$ cat config.mk
export PLATFORM = sky130hd
export DESIGN_NAME = irq_seq_top
export DESIGN_NICKNAME = d
export VERILOG_FILES = /design/src/rtl/irq_seq_pkg.sv /design/src/rtl/irq_seq_accept.sv /design/src/rtl/irq_seq_stack_port.sv /design/src/rtl/irq_seq_top.sv
export SDC_FILE = /design/constraint.sdc
export NUM_CORES = 1
export LEC_CHECK = 0
export ABC_AREA = 1
export ABC_CLOCK_PERIOD_IN_PS = 2250
export BUFFER_PORTS_ARGS = -buffer_cell sky130_fd_sc_hd__buf_2
export CAP_MARGIN = 10
export CELL_PAD_IN_SITES_DETAIL_PLACEMENT = 0
export CELL_PAD_IN_SITES_GLOBAL_PLACEMENT = 1
export CORE_MARGIN = 5
export CORE_UTILIZATION = 35
export CTS_CLUSTER_SIZE = 14
export DETAILED_ROUTE_END_ITERATION = 16
export GPL_ROUTABILITY_DRIVEN = 0
export PLACE_DENSITY = 0.81
export SETUP_SLACK_MARGIN = 0.3
export SYNTH_ARGS = -nofsm -noshare
export SYNTH_HDL_FRONTEND = slang
export SYNTH_SLANG_ARGS = --single-unit
$ cat constraint.sdc
create_clock -name clk -period 2.25 [get_ports clk]
set_clock_uncertainty 0.1 [all_clocks]
set_input_delay 0.1125 -clock clk [delete_from_list [all_inputs] [get_ports clk]]
set_output_delay 0.1125 -clock clk [all_outputs]
set_load 0.01 [all_outputs]
$ cat src/rtl/irq_seq_pkg.sv
package irq_seq_pkg;
    typedef enum logic [1:0] {
        ST_RUN  = 2'd0,
        ST_DISP = 2'd1,
        ST_RET  = 2'd2
    } seq_st_e;
endpackage

$ cat src/rtl/irq_seq_accept.sv
module irq_seq_accept (
    input  logic in_run,
    input  logic ret_last,
    input  logic instr_done,
    input  logic reti_start,
    input  logic irq_req,
    input  logic gie,
    output logic go_ret,
    output logic go_disp,
    output logic chain_disp
);
    logic boundary;

    always_comb begin
        boundary   = in_run && instr_done;
        // a return at the boundary wins over a new request
        go_ret     = boundary && reti_start;
        go_disp    = boundary && !reti_start && irq_req && gie;
        chain_disp = ret_last && irq_req && gie;
    end
endmodule

$ cat src/rtl/irq_seq_stack_port.sv
module irq_seq_stack_port
    import irq_seq_pkg::*;
#(
    parameter int DW     = 8,
    parameter int SP_W   = 8,
    parameter int CNT_W  = 4,
    parameter int N_PUSH = 3
) (
    input  seq_st_e           st,
    input  logic [CNT_W-1:0]  cnt,
    input  logic [SP_W-1:0]   sp,
    input  logic [2*DW-1:0]   pc,
    input  logic [DW-1:0]     flags,
    output logic              we,
    output logic              re,
    output logic [SP_W-1:0]   addr,
    output logic [DW-1:0]     wdata
);
    localparam logic [CNT_W-1:0] C_PUSH = CNT_W'(N_PUSH);
    localparam logic [CNT_W-1:0] C_HI   = CNT_W'(0);
    localparam logic [CNT_W-1:0] C_LO   = CNT_W'(1);

    always_comb begin
        we    = 1'b0;
        re    = 1'b0;
        addr  = sp;
        wdata = '0;
        if (st == ST_DISP && cnt < C_PUSH) begin
            we = 1'b1;
            if (cnt == C_HI) begin
                wdata = pc[2*DW-1:DW];
            end else if (cnt == C_LO) begin
                wdata = pc[DW-1:0];
            end else begin
                wdata = flags;
            end
        end else if (st == ST_RET) begin
            re   = 1'b1;
            addr = sp - SP_W'(1);
        end
    end
endmodule

$ cat src/rtl/irq_seq_top.sv
module irq_seq_top
    import irq_seq_pkg::*;
#(
    parameter int DW        = 8,
    parameter int SP_W      = 8,
    parameter int DISP_LEN  = 13,
    parameter int ACK_SLOT  = 3,
    parameter int GIE_BIT   = 0,
    parameter int SP_INIT   = 0
) (
    input  logic                        clk,
    input  logic                        rst_n,
    input  logic                        irq_req,
    input  logic [DW-1:0]               irq_vector,
    output logic                        irq_ack,
    input  logic                        instr_done,
    input  logic                        reti_start,
    input  logic                        core_pc_wr,
    input  logic [2*DW-1:0]             core_pc_val,
    input  logic                        core_flag_wr,
    input  logic [DW-1:0]               core_flag_val,
    output logic                        stk_we,
    output logic                        stk_re,
    output logic [SP_W-1:0]             stk_addr,
    output logic [DW-1:0]               stk_wdata,
    input  logic [DW-1:0]               stk_rdata,
    output logic [2*DW-1:0]             pc,
    output logic [DW-1:0]               flags,
    output logic [SP_W-1:0]             sp,
    output logic                        busy,
    output logic [$clog2(DISP_LEN)-1:0] disp_cnt
);
    localparam int PC_W   = 2 * DW;
    localparam int CNT_W  = $clog2(DISP_LEN);
    localparam int N_PUSH = 3;
    localparam int N_POP  = 3;

    localparam logic [CNT_W-1:0] C_LAST    = CNT_W'(DISP_LEN - 1);
    localparam logic [CNT_W-1:0] C_FCLR    = CNT_W'(N_PUSH - 1);
    localparam logic [CNT_W-1:0] C_ACK     = CNT_W'(ACK_SLOT);
    localparam logic [CNT_W-1:0] C_POP_F   = CNT_W'(0);
    localparam logic [CNT_W-1:0] C_POP_LO  = CNT_W'(1);
    localparam logic [CNT_W-1:0] C_POP_END = CNT_W'(N_POP - 1);

    typedef struct packed {
        seq_st_e          st;
        logic [CNT_W-1:0] cnt;
        logic [PC_W-1:0]  pc;
        logic [DW-1:0]    flags;
        logic [SP_W-1:0]  sp;
    } seq_regs_t;

    seq_regs_t r_q, r_d;

    logic go_ret, go_disp, chain_disp;
    logic push_we, pop_re;
    logic disp_w;

    assign disp_w = (r_q.st == ST_DISP);

    irq_seq_accept i_accept (
        .in_run     (r_q.st == ST_RUN),
        .ret_last   (r_q.st == ST_RET && r_q.cnt == C_POP_END),
        .instr_done (instr_done),
        .reti_start (reti_start),
        .irq_req    (irq_req),
        .gie        (r_q.flags[GIE_BIT]),
        .go_ret     (go_ret),
        .go_disp    (go_disp),
        .chain_disp (chain_disp)
    );

    irq_seq_stack_port #(
        .DW     (DW),
        .SP_W   (SP_W),
        .CNT_W  (CNT_W),
        .N_PUSH (N_PUSH)
    ) i_stack_port (
        .st    (r_q.st),
        .cnt   (r_q.cnt),
        .sp    (r_q.sp),
        .pc    (r_q.pc),
        .flags (r_q.flags),
        .we    (push_we),
        .re    (pop_re),
        .addr  (stk_addr),
        .wdata (stk_wdata)
    );

    always_comb begin
        r_d = r_q;
        unique case (r_q.st)
            ST_RUN: begin
                if (core_pc_wr) begin
                    r_d.pc = core_pc_val;
                end
                if (core_flag_wr) begin
                    r_d.flags = core_flag_val;
                end
                if (go_ret) begin
                    r_d.st  = ST_RET;
                    r_d.cnt = '0;
                end else if (go_disp) begin
                    r_d.st  = ST_DISP;
                    r_d.cnt = '0;
                end
            end
            ST_DISP: begin
                r_d.cnt = r_q.cnt + CNT_W'(1);
                if (push_we) begin
                    r_d.sp = r_q.sp + SP_W'(1);
                end
                if (r_q.cnt == C_FCLR) begin
                    r_d.flags = '0;
                end
                if (r_q.cnt == C_ACK) begin
                    r_d.pc = {{DW{1'b0}}, irq_vector};
                end
                if (r_q.cnt == C_LAST) begin
                    r_d.st  = ST_RUN;
                    r_d.cnt = '0;
                end
            end
            ST_RET: begin
                r_d.cnt = r_q.cnt + CNT_W'(1);
                if (pop_re) begin
                    r_d.sp = r_q.sp - SP_W'(1);
                end
                if (r_q.cnt == C_POP_F) begin
                    r_d.flags = stk_rdata;
                end else if (r_q.cnt == C_POP_LO) begin
                    r_d.pc[DW-1:0] = stk_rdata;
                end else begin
                    r_d.pc[PC_W-1:DW] = stk_rdata;
                end
                if (r_q.cnt == C_POP_END) begin
                    r_d.cnt = '0;
                    r_d.st  = chain_disp ? ST_DISP : ST_RUN;
                end
            end
            default: begin
                r_d.st  = ST_RUN;
                r_d.cnt = '0;
            end
        endcase
    end

    always_ff @(posedge clk or negedge rst_n) begin
        if (!rst_n) begin
            r_q.st    <= ST_RUN;
            r_q.cnt   <= '0;
            r_q.pc    <= '0;
            r_q.flags <= '0;
            r_q.sp    <= SP_W'(SP_INIT);
        end else begin
            r_q <= r_d;
        end
    end

    assign stk_we   = push_we;
    assign stk_re   = pop_re;
    assign pc       = r_q.pc;
    assign flags    = r_q.flags;
    assign sp       = r_q.sp;
    assign busy     = (r_q.st != ST_RUN);
    assign irq_ack  = disp_w && (r_q.cnt == C_ACK);
    assign disp_cnt = disp_w ? r_q.cnt : '0;
endmodule

**After elaboration in Yosys (flattened, before gate mapping)**

Cells that the tools add are included.
Widths: inputs -> output; s select.

- $lt $le $gt $ge: 1
- Multiplexer cells: 27
- Reductions and logical operators: 21
- Eq/ne operators: 19
- $add $sub $neg: 3

Operators by type and width:

| kind | count |
|---|---|
| $mux 8 | 12 |
| $pmux 24 s3 | 1 |
| $mux 16 | 3 |
| $mux 6 | 4 |
| $pmux 6 s3 | 1 |
| $pmux 8 s2 | 1 |
| $ne 2x1->1 const B | 6 |
| $ne 2x2->1 const B | 6 |
| $logic_and 1x1->1 | 10 |
| $reduce_and 5->1 | 2 |
| $add 8x1->8 const B | 1 |
| $eq 4x2->1 const B | 2 |
| $sub 8x1->8 const B | 1 |
| $reduce_and 3->1 | 2 |
| $add 4x1->4 const B | 1 |
| $eq 4x1->1 const B | 1 |
| $eq 4x4->1 const B | 1 |
| $logic_not 4->1 | 1 |
| $lt 4x2->1 const B | 1 |
| $mux 1 | 4 |
| $mux 4 | 1 |
| $reduce_and 4->1 | 1 |
| $reduce_bool 2->1 | 2 |
| $ne 3x3->1 const B | 1 |
| 5 further kinds | 5 |

- Bits of input ports: 47
- Output and inout bits: 56
- Register bits after elaboration: 38

**Longest topological paths before layout**

Gate-level depths: netlist (run 1).

- Depth after elaboration: 8
- Depth in mapped cells: 10

**Cells and area by module**

Synthesis (run 1) repeated with hierarchy kept, for this count alone.

- Cells, all modules: 474
- Area total of the unflattened synthesis: 3,256.9 µm²

By module, submodules not included:

| module | area each (µm²) | times used | cells each | sequential area each (µm²) |
|---|---|---|---|---|
| irq_seq_top | 2,692.6 | 1 | 378 | 950.9 |
| irq_seq_stack_port | 525.5 | 1 | 88 | 0.0 |
| irq_seq_accept | 38.8 | 1 | 8 | 0.0 |

**Least setup slack after synthesis (run 1)**

OpenSTA, ideal clock, no wires.

- Kind: reg2reg
- From: register, netlist name r_q[36]
- To: register, netlist name flags[6]
- Period minus slack after synthesis: 1,783 ps
- Arrival: 1,559 ps
- Path buffers: 2
- Cell stages (with the launch flop): 10
- Slack: 467 ps
- Cells stage by stage: dfrtp_1 > inv_1 > ha_1 > buf_4 > inv_1 > o21ai_0 > nand3_4 > buf_6 > nand2_1 > o21ai_2

- Cells in the longest elaborated chain, start to end: 3
- Elaborated cells on any way between the ends: 9
- Those cells by class: eq/ne (5); mux (1); reduce/logical (3)

Ends and longest elaborated chain:

| what | line | text |
|---|---|---|
| $eq 2x2->1 (tied with other cells) | irq_seq_top.sv:92 | `unique case (r_q.st)` |
| $ne 2x1->1 (no line) (tied with other cells) | -- |  |
| $reduce_and 4->1 (no line) | -- |  |

Several ways; a longest one is shown, not always the timed one.
A chain may end at the register's enable or synchronous reset.

**Worst setup path after layout (run 1)**

- From: register, netlist name r_q[36]
- To: output stk_addr[1]

- Cells in the longest elaborated chain, start to end: 3
- Elaborated cells on any way between the ends: 5
- Those cells by class: eq/ne (2); mux (2); reduce/logical (1)

Ends and longest elaborated chain:

| what | line | text |
|---|---|---|
| $eq 2x2->1 / $eq 2x1->1 (equally long branches) | irq_seq_stack_port.sv:37, irq_seq_stack_port.sv:28 |  |
| $mux 8 / $logic_and 1x1->1 (equally long branches) | irq_seq_stack_port.sv:37, irq_seq_stack_port.sv:28 |  |
| $mux 8 (*) | irq_seq_stack_port.sv:28 | `if (st == ST_DISP && cnt < C_PUSH) begin` |
| end, declared | irq_seq_top.sv:24 | `output logic [SP_W-1:0] stk_addr,` |

Mark *: on every way between the ends. The rest lies on a longest branch, timed or not.

==> impl_metrics.yaml, run 1 <==
run_status:
  outcome: "complete, no violations"
floorplan:
  rows: 33
  initial_core_util_pct: 35.60
  boundaryPins: 103
  dieArea_um2: 10240
  fp.coreArea_um2: 8175
  die_h_um: 101.2
  die_w_um: 101.2
power:
  ir_drop_mv: 0.5202
  p_leak_uw: 0.002095
  p_per_area_nw_per_um2: 1549
final_layout:
  layout.nets: 599
  layout_common_cells: "nand2_1 (113), buf_2 (102), nand3_1 (40), nor2_1 (40), inv_1 (34)"
  finalInstanceArea_um2: 3978
  num_antenna_cells: 0
  register_area_um2: 962.2
  multi_input_area_um2: 1799
  drive_above_1_share_pct: 38.40
  areaGrowthSynthToFinish_pct: 36.67
  final_cells: 644
  nFillCells: 851
  final_common_cell: "nand2_1"
yosys:
  syn_area_um2: 2910
  syn_avg_cell_area_um2: 6.962
  synthAdderAreaFrac_pct: 5.589
  synth.distinct_cells: 27
  ys_seq_area_share_pct: 32.67
  synth_top_family_by_area: "simple AND/OR/NAND/NOR gates"
  syn-num-nets: 478
  synth-xor-area-share_pct: 1.204
  postSynthCellCount: 418
  synth_simple_gate_area_share_pct: 33.36
  synth.area.mux_share_pct: 0
  yosysWarnings: 0
  synth_seq_cells: 38
  synth_compound_area_share_pct: 16.68
flow_run:
  maxCapViolCount: 0
critical_path:
  required_ns: 2.04
  slowest_stage: "dfrtp_2"
  rr_worst_depth: 9
  timing.rr.end: "pc[2]"
  cp-end-kind: "primary output"
  worstSetupStartpointType: "flip-flop"
  worstPathArrival_ns: 1.69
  r2r_start: "r_q[36]"
  critPathKind: "reg -> out"
  ff2ff_setup_slack_ns: 0.42
  critPathMaxFanout: 5
  max_stage_delay_ns: 0.45
  crit_chain: "inv_4 -> ha_4 -> clkinvlp_4 -> or2_2 -> o22ai_2 -> buf_2"
timing:
  slew_violations: 0
  whs_ns: 0.04014
  period_needed_ns: 1.903
  relSlewSlack_pct: 41.55
  finalHoldViolCount: 0
  fin_setup_tns_ns: 0
  rsz0062_at_grt: "true"
  tightest_slew_ns: 0.8767
  fin_crit_sh_pct: 84.57
  max_freq_mhz: 525.5
  setup_viol: 0
min_path:
  holdPathEnd: "pc[12]"
  worstHoldStart: "core_pc_val[12]"
  min_path_cells: 3
  hp-class: "in -> reg"
grt:
  grt_max_degree: 39
  grtUsageTotal_pct: 16.95
  antenna_found_initial: 0
  grt_pass1_vias: 2988
  grt_overflow: 0
  grt_pass1_wl_mm: 13.96
placement:
  dp.cells: 609
  place_area_um2: 3461
  io_buffers: 102
  place.detailed.hpwl_mm: 6.869
routing:
  drc: 0
  routed_wl_mm: 8.981
  wire_per_inst_um: 13.95
  route.vias.total: 3134
  drt_iter0_drc: 136
  first_pass_iters: 4
  antenna_left: 0
  vias_per_cell: 4.866
clock_network:
  cts.sinks: 38
  clock_latency_ns: 0.28
  clockRootBuffer: "clkbuf_8"
  cts_buffer_depth: 2
  numCtsBuffers: 5
  clk_pin_slew_ns: 0.08
  cts_tree: "yes"
  cts_max_level: 2
==> synth_stat cells <==
library cell,instances,area share [%]
a21boi_0,1,0.26
a21oi_1,13,2.2
a21oi_2,3,0.90
a21oi_4,1,0.56
a31oi_1,6,1.3
buf_2,10,1.7
buf_4,3,0.77
buf_6,4,1.5
clkbuf_1,5,0.64
dfrtp_1,38,33
ha_1,13,5.6
inv_1,44,5.7
inv_2,1,0.13
nand2_1,114,15
nand2_2,6,1.3
nand3_1,42,7.2
nand3_2,2,0.69
nand3_4,2,1.2
nand4_1,10,2.1
nor2_1,41,5.3
nor2_4,1,0.39
o211ai_1,7,1.8
o21ai_0,29,5.0
o21ai_2,14,4.2
o22ai_1,2,0.43
or2_2,2,0.43
xor2_1,4,1.2
==> worst max-delay path by stage <==
stage,cells after the start,slack (ns),start,end
final,6,0.35,r_q[36],stk_addr[1]
after detailed placement,6,0.19,r_q[36],stk_addr[1]
after global placement,6,0.25,r_q[36],stk_addr[1]
after CTS,5,0.25,sp[1],stk_addr[1]
after global routing,7,0.22,sp[2],stk_addr[3]
after floorplan,9,0.47,r_q[36],flags[6]
==> power by group <==
| group | leakage, µW | total (µW) | switching (µW) | internal (µW) |
|---|---|---|---|---|
| clock | 0.0000573 | 593 | 238 | 355 |
| sequential | 0.000464 | 1390 | 372 | 1020 |
| combinational | 0.00157 | 4180 | 2490 | 1690 |
| total | 0.00209 | 6160 | 3100 | 3060 |
==> worst max-delay path, delay by kind of cell, from the launching register on <==
family / cells / cell delay, ns
AND/OR/NAND/NOR: 1 / 0.29
buffers and inverters: 3 / 0.32
AO/OA/AOI/OAI: 1 / 0.17
flip-flops: 1 / 0.45
adder cells (fa/ha/maj): 1 / 0.17
==> final cells by class <==
type	instances	area share [%]
Timing Repair Buffer	136	19.82
Clock buffer	6	2.076
Sequential cell	38	24.19
Inverter	45	4.624
Tap cell	105	3.303
Multi-Input combinational cell	313	45.23
Clock inverter	1	0.7550
==> routing by layer <==
layer,vias up,global-route usage [%],wire (µm)
met2,83,29.28,4487
met3,8,3.168,426
met1,1438,21.83,3959
met4,0,4.294,108
met5,-,0,0
li1,1605,-,-
==> timing repair <==
item                                   CTS  global route
setup endpoints to repair               29            43
pin swaps                                1             1
cloned                                   0             1
resized for setup                       21            33
endpoints found under the hold margin   38             0
hold buffers                             1             0
buffers inserted                        15            11
==> sequential cells by signal, indices dropped and copies added (netlist names) <==
| signal | count |
|---|---|
| flags | 8 |
| pc | 16 |
| sp | 8 |
| r_q | 6 |
==> cells by family after synthesis <==
kind of cell	after synthesis
xor+xnor	4
flops	38
fa+ha+maj	13
simple gates	220
buf+inv	67
compound gates	76
==> stage by stage <==
step / worst slack [ns] / util, % / power (µW)
CTS: 0.2459 / 46.22 / 5839
floorplan: 0.4671 / - / 3898
finish: 0.3472 / 48.65 / 6159
global route: 0.2154 / 48.65 / 6715
global placement: 0.2532 / 42.33 / 4942
detailed placement: 0.1933 / 42.33 / 4962
No activity file was read; power rests on OpenSTA's default activity.
==> run 2, diff against run 1 <==
--- a/config.mk
+++ b/config.mk
@@ -6,7 +6,7 @@
 export NUM_CORES = 1
 export LEC_CHECK = 0
 export ABC_AREA = 1
-export ABC_CLOCK_PERIOD_IN_PS = 2250
+export ABC_CLOCK_PERIOD_IN_PS = 1800
 export BUFFER_PORTS_ARGS = -buffer_cell sky130_fd_sc_hd__buf_2
 export CAP_MARGIN = 10
 export CELL_PAD_IN_SITES_DETAIL_PLACEMENT = 0
==> constraint.sdc (replaced) <==
create_clock -name clk -period 1.8 [get_ports clk]
set_clock_uncertainty 0.1 [all_clocks]
set_input_delay 0.09 -clock clk [delete_from_list [all_inputs] [get_ports clk]]
set_output_delay 0.09 -clock clk [all_outputs]
set_load 0.01 [all_outputs]
==> run 2 against run 1 <==
  * The run now ends with negative hold slack, negative setup slack left
  * Cell area up 28%
  * Critical endpoint is now stk_addr[7]
  * Highest routed layer unchanged
  * Global-route usage grew 3.2 points
  * Sequential power is 24% higher
  * Register-to-register slack got worse by 0.53 ns
  * First-iteration DRC count up 54%
  * Cell count is 7.8% higher
  * Critical path type unchanged
  * Critical path depth grew 1
  * Clock power rose by 54%
  * Hold slack lost 0.043 ns
==> impl_metrics.yaml, run 2 (synthesis results as in run 1) <==
power:
  report.power.total_uw: 10330
  p_leak_uw: 0.002569
  p_per_area_nw_per_um2: 2026
  ir_drop_mv: 0.8462
grt:
  grt_overflow: 0
  antenna_found_initial: 0
  use_met3_pct: 3.857
  grt_max_degree: 33
  use_met2_pct: 36.42
  grt_pass1_vias: 3457
  grtUsageTotal_pct: 20.14
  grt_most_used_layer: "met2"
  grt_pass1_wl_mm: 16.37
  use_met1_pct: 23.88
clock_network:
  clock_latency_ns: 0.31
  numCtsBuffers: 5
  clk_pin_slew_ns: 0.09
  cts_buffer_depth: 2
  cts.sinks: 38
  clockRootBuffer: "clkbuf_8"
  cts_max_level: 2
  cts_tree: "yes"
critical_path:
  ff2ff_setup_slack_ns: -0.11
  critPathMaxFanout: 6
  cp-end-kind: "primary output"
  rr_worst_depth: 9
  worstPathArrival_ns: 1.81
  r2r_start: "r_q[37]"
  required_ns: 1.61
  worstSetupStartpointType: "flip-flop"
  timing.rr.end: "flags[1]"
  critPathKind: "reg -> out"
placement:
  io_buffers: 102
  place_ws_ns: 0.01732
  place.detailed.hpwl_mm: 7.298
  place_area_um2: 3817
run_status:
  outcome: "finished, violations left"
  violations: "negative hold slack, negative setup slack"
final_layout:
  areaGrowthSynthToFinish_pct: 75.19
  finalInstanceArea_um2: 5099
  layout_common_cells: "buf_2 (94), nand2_1 (84), buf_6 (40)"
  regMostFlops: "pc"
  layout.nets: 648
  register_area_um2: 954.7
  final_common_cell: "buf_2"
  largest_reg_flops: 16
  drive_above_1_share_pct: 56.71
  layout_top_registers: "pc: 16 flops, flags: 8 flops, sp: 8 flops"
  num_antenna_cells: 0
  multi_input_area_um2: 2263
  nFillCells: 704
timing:
  slew_violations: 0
  period_needed_ns: 2.005
  tightest_slew_ns: 0.7810
  finalWorstSetupSlack_ns: -0.2047
  relSlewSlack_pct: 47.94
  rsz0062_at_grt: "true"
  fin_setup_tns_ns: -3.562
  finalHoldViolCount: 2
  whs_ns: -0.003122
  fin_crit_sh_pct: 111.4
  max_freq_mhz: 498.8
  setup_viol: 44
routing:
  route.vias.total: 3518
  vias_per_cell: 5.069
  drc: 0
  antenna_left: 0
  first_pass_iters: 4
  routed_wl_mm: 11.33
  drt_iter0_drc: 209
  wire_per_inst_um: 16.32
floorplan:
  initial_core_util_pct: 35.60
  rows: 33
  die_h_um: 101.2
  die_w_um: 101.2
  boundaryPins: 103
  dieArea_um2: 10240
  fp.coreArea_um2: 8175
min_path:
  holdPathEnd: "pc[12]"
  worstHoldStart: "core_pc_val[12]"
  min_path_cells: 3
  hp-class: "in -> reg"
flow_run:
  maxCapViolCount: 0
==> run 2: cell types whose count changed in the layout (fill, tap and decap cells not counted), sizes merged <==
cell,change
buf,+44
bufinv,+1
clkinv,+1
dlygate4sd3,+1
inv,+1
nand2,+1
nand3,+1
==> run 2: worst max-delay path by stage <==
stage | from | slack [ns] | cells after the start | end
finish | r_q[33] | -0.20 | 7 | stk_addr[7]
global route | r_q[33] | -0.29 | 8 | stk_addr[6]
CTS | r_q[33] | -0.16 | 7 | stk_addr[6]
detailed placement | r_q[36] | 0.02 | 7 | stk_addr[7]
global placement | r_q[32] | 0.07 | 8 | stk_addr[7]
floorplan | r_q[37] | 0.20 | 9 | flags[6]
==> run 2: repair_timing <==
action / CTS / global route
gates resized for setup: 101 / 82
hold endpoints to repair: 32 / 0
gates cloned: 5 / 1
endpoints found under the setup margin: 60 / 61
buffers inserted: 24 / 19
pin swaps: 25 / 32
hold buffers: 2 / 0
==> run 2: cell type report <==
cell class | instances | area share, %
multi-input combinational | 315 | 44.39
timing repair buffer | 182 | 27.83
sequential | 38 | 18.72
inverter | 45 | 3.632
tap | 105 | 2.577
clock buffer | 5 | 1.350
clock inverter | 3 | 1.350
timing repair inverter | 1 | 0.1472
==> run 2: power by group <==
part           total (µW)  internal, µW  switching (µW)
sequential           1720          1260             457
clock                 914           556             358
combinational        7700          3510            4190
total               10300          5320            5010
==> run 2: per-layer routing <==
layer	vias to the layer above	wire (µm)
li1	1706	-
met5	-	0
met3	22	627
met1	1675	4501
met4	0	223
met2	115	5975
==> run 2: metrics by stage <==
step                std cells  util (%)
floorplan                 418         -
global placement          635     46.69
detailed placement        635     46.69
CTS                       674     56.41
global route              694     62.37
finish                    694     62.37
==> run 2: worst max-delay path: stages, from the launching register on <==
cell        delay, ns
dfrtp_1          0.43
ha_2             0.23
inv_2            0.09
nand3_4          0.08
nand2_4          0.10
clkinvlp_4       0.20
a31oi_4          0.22
buf_2            0.15
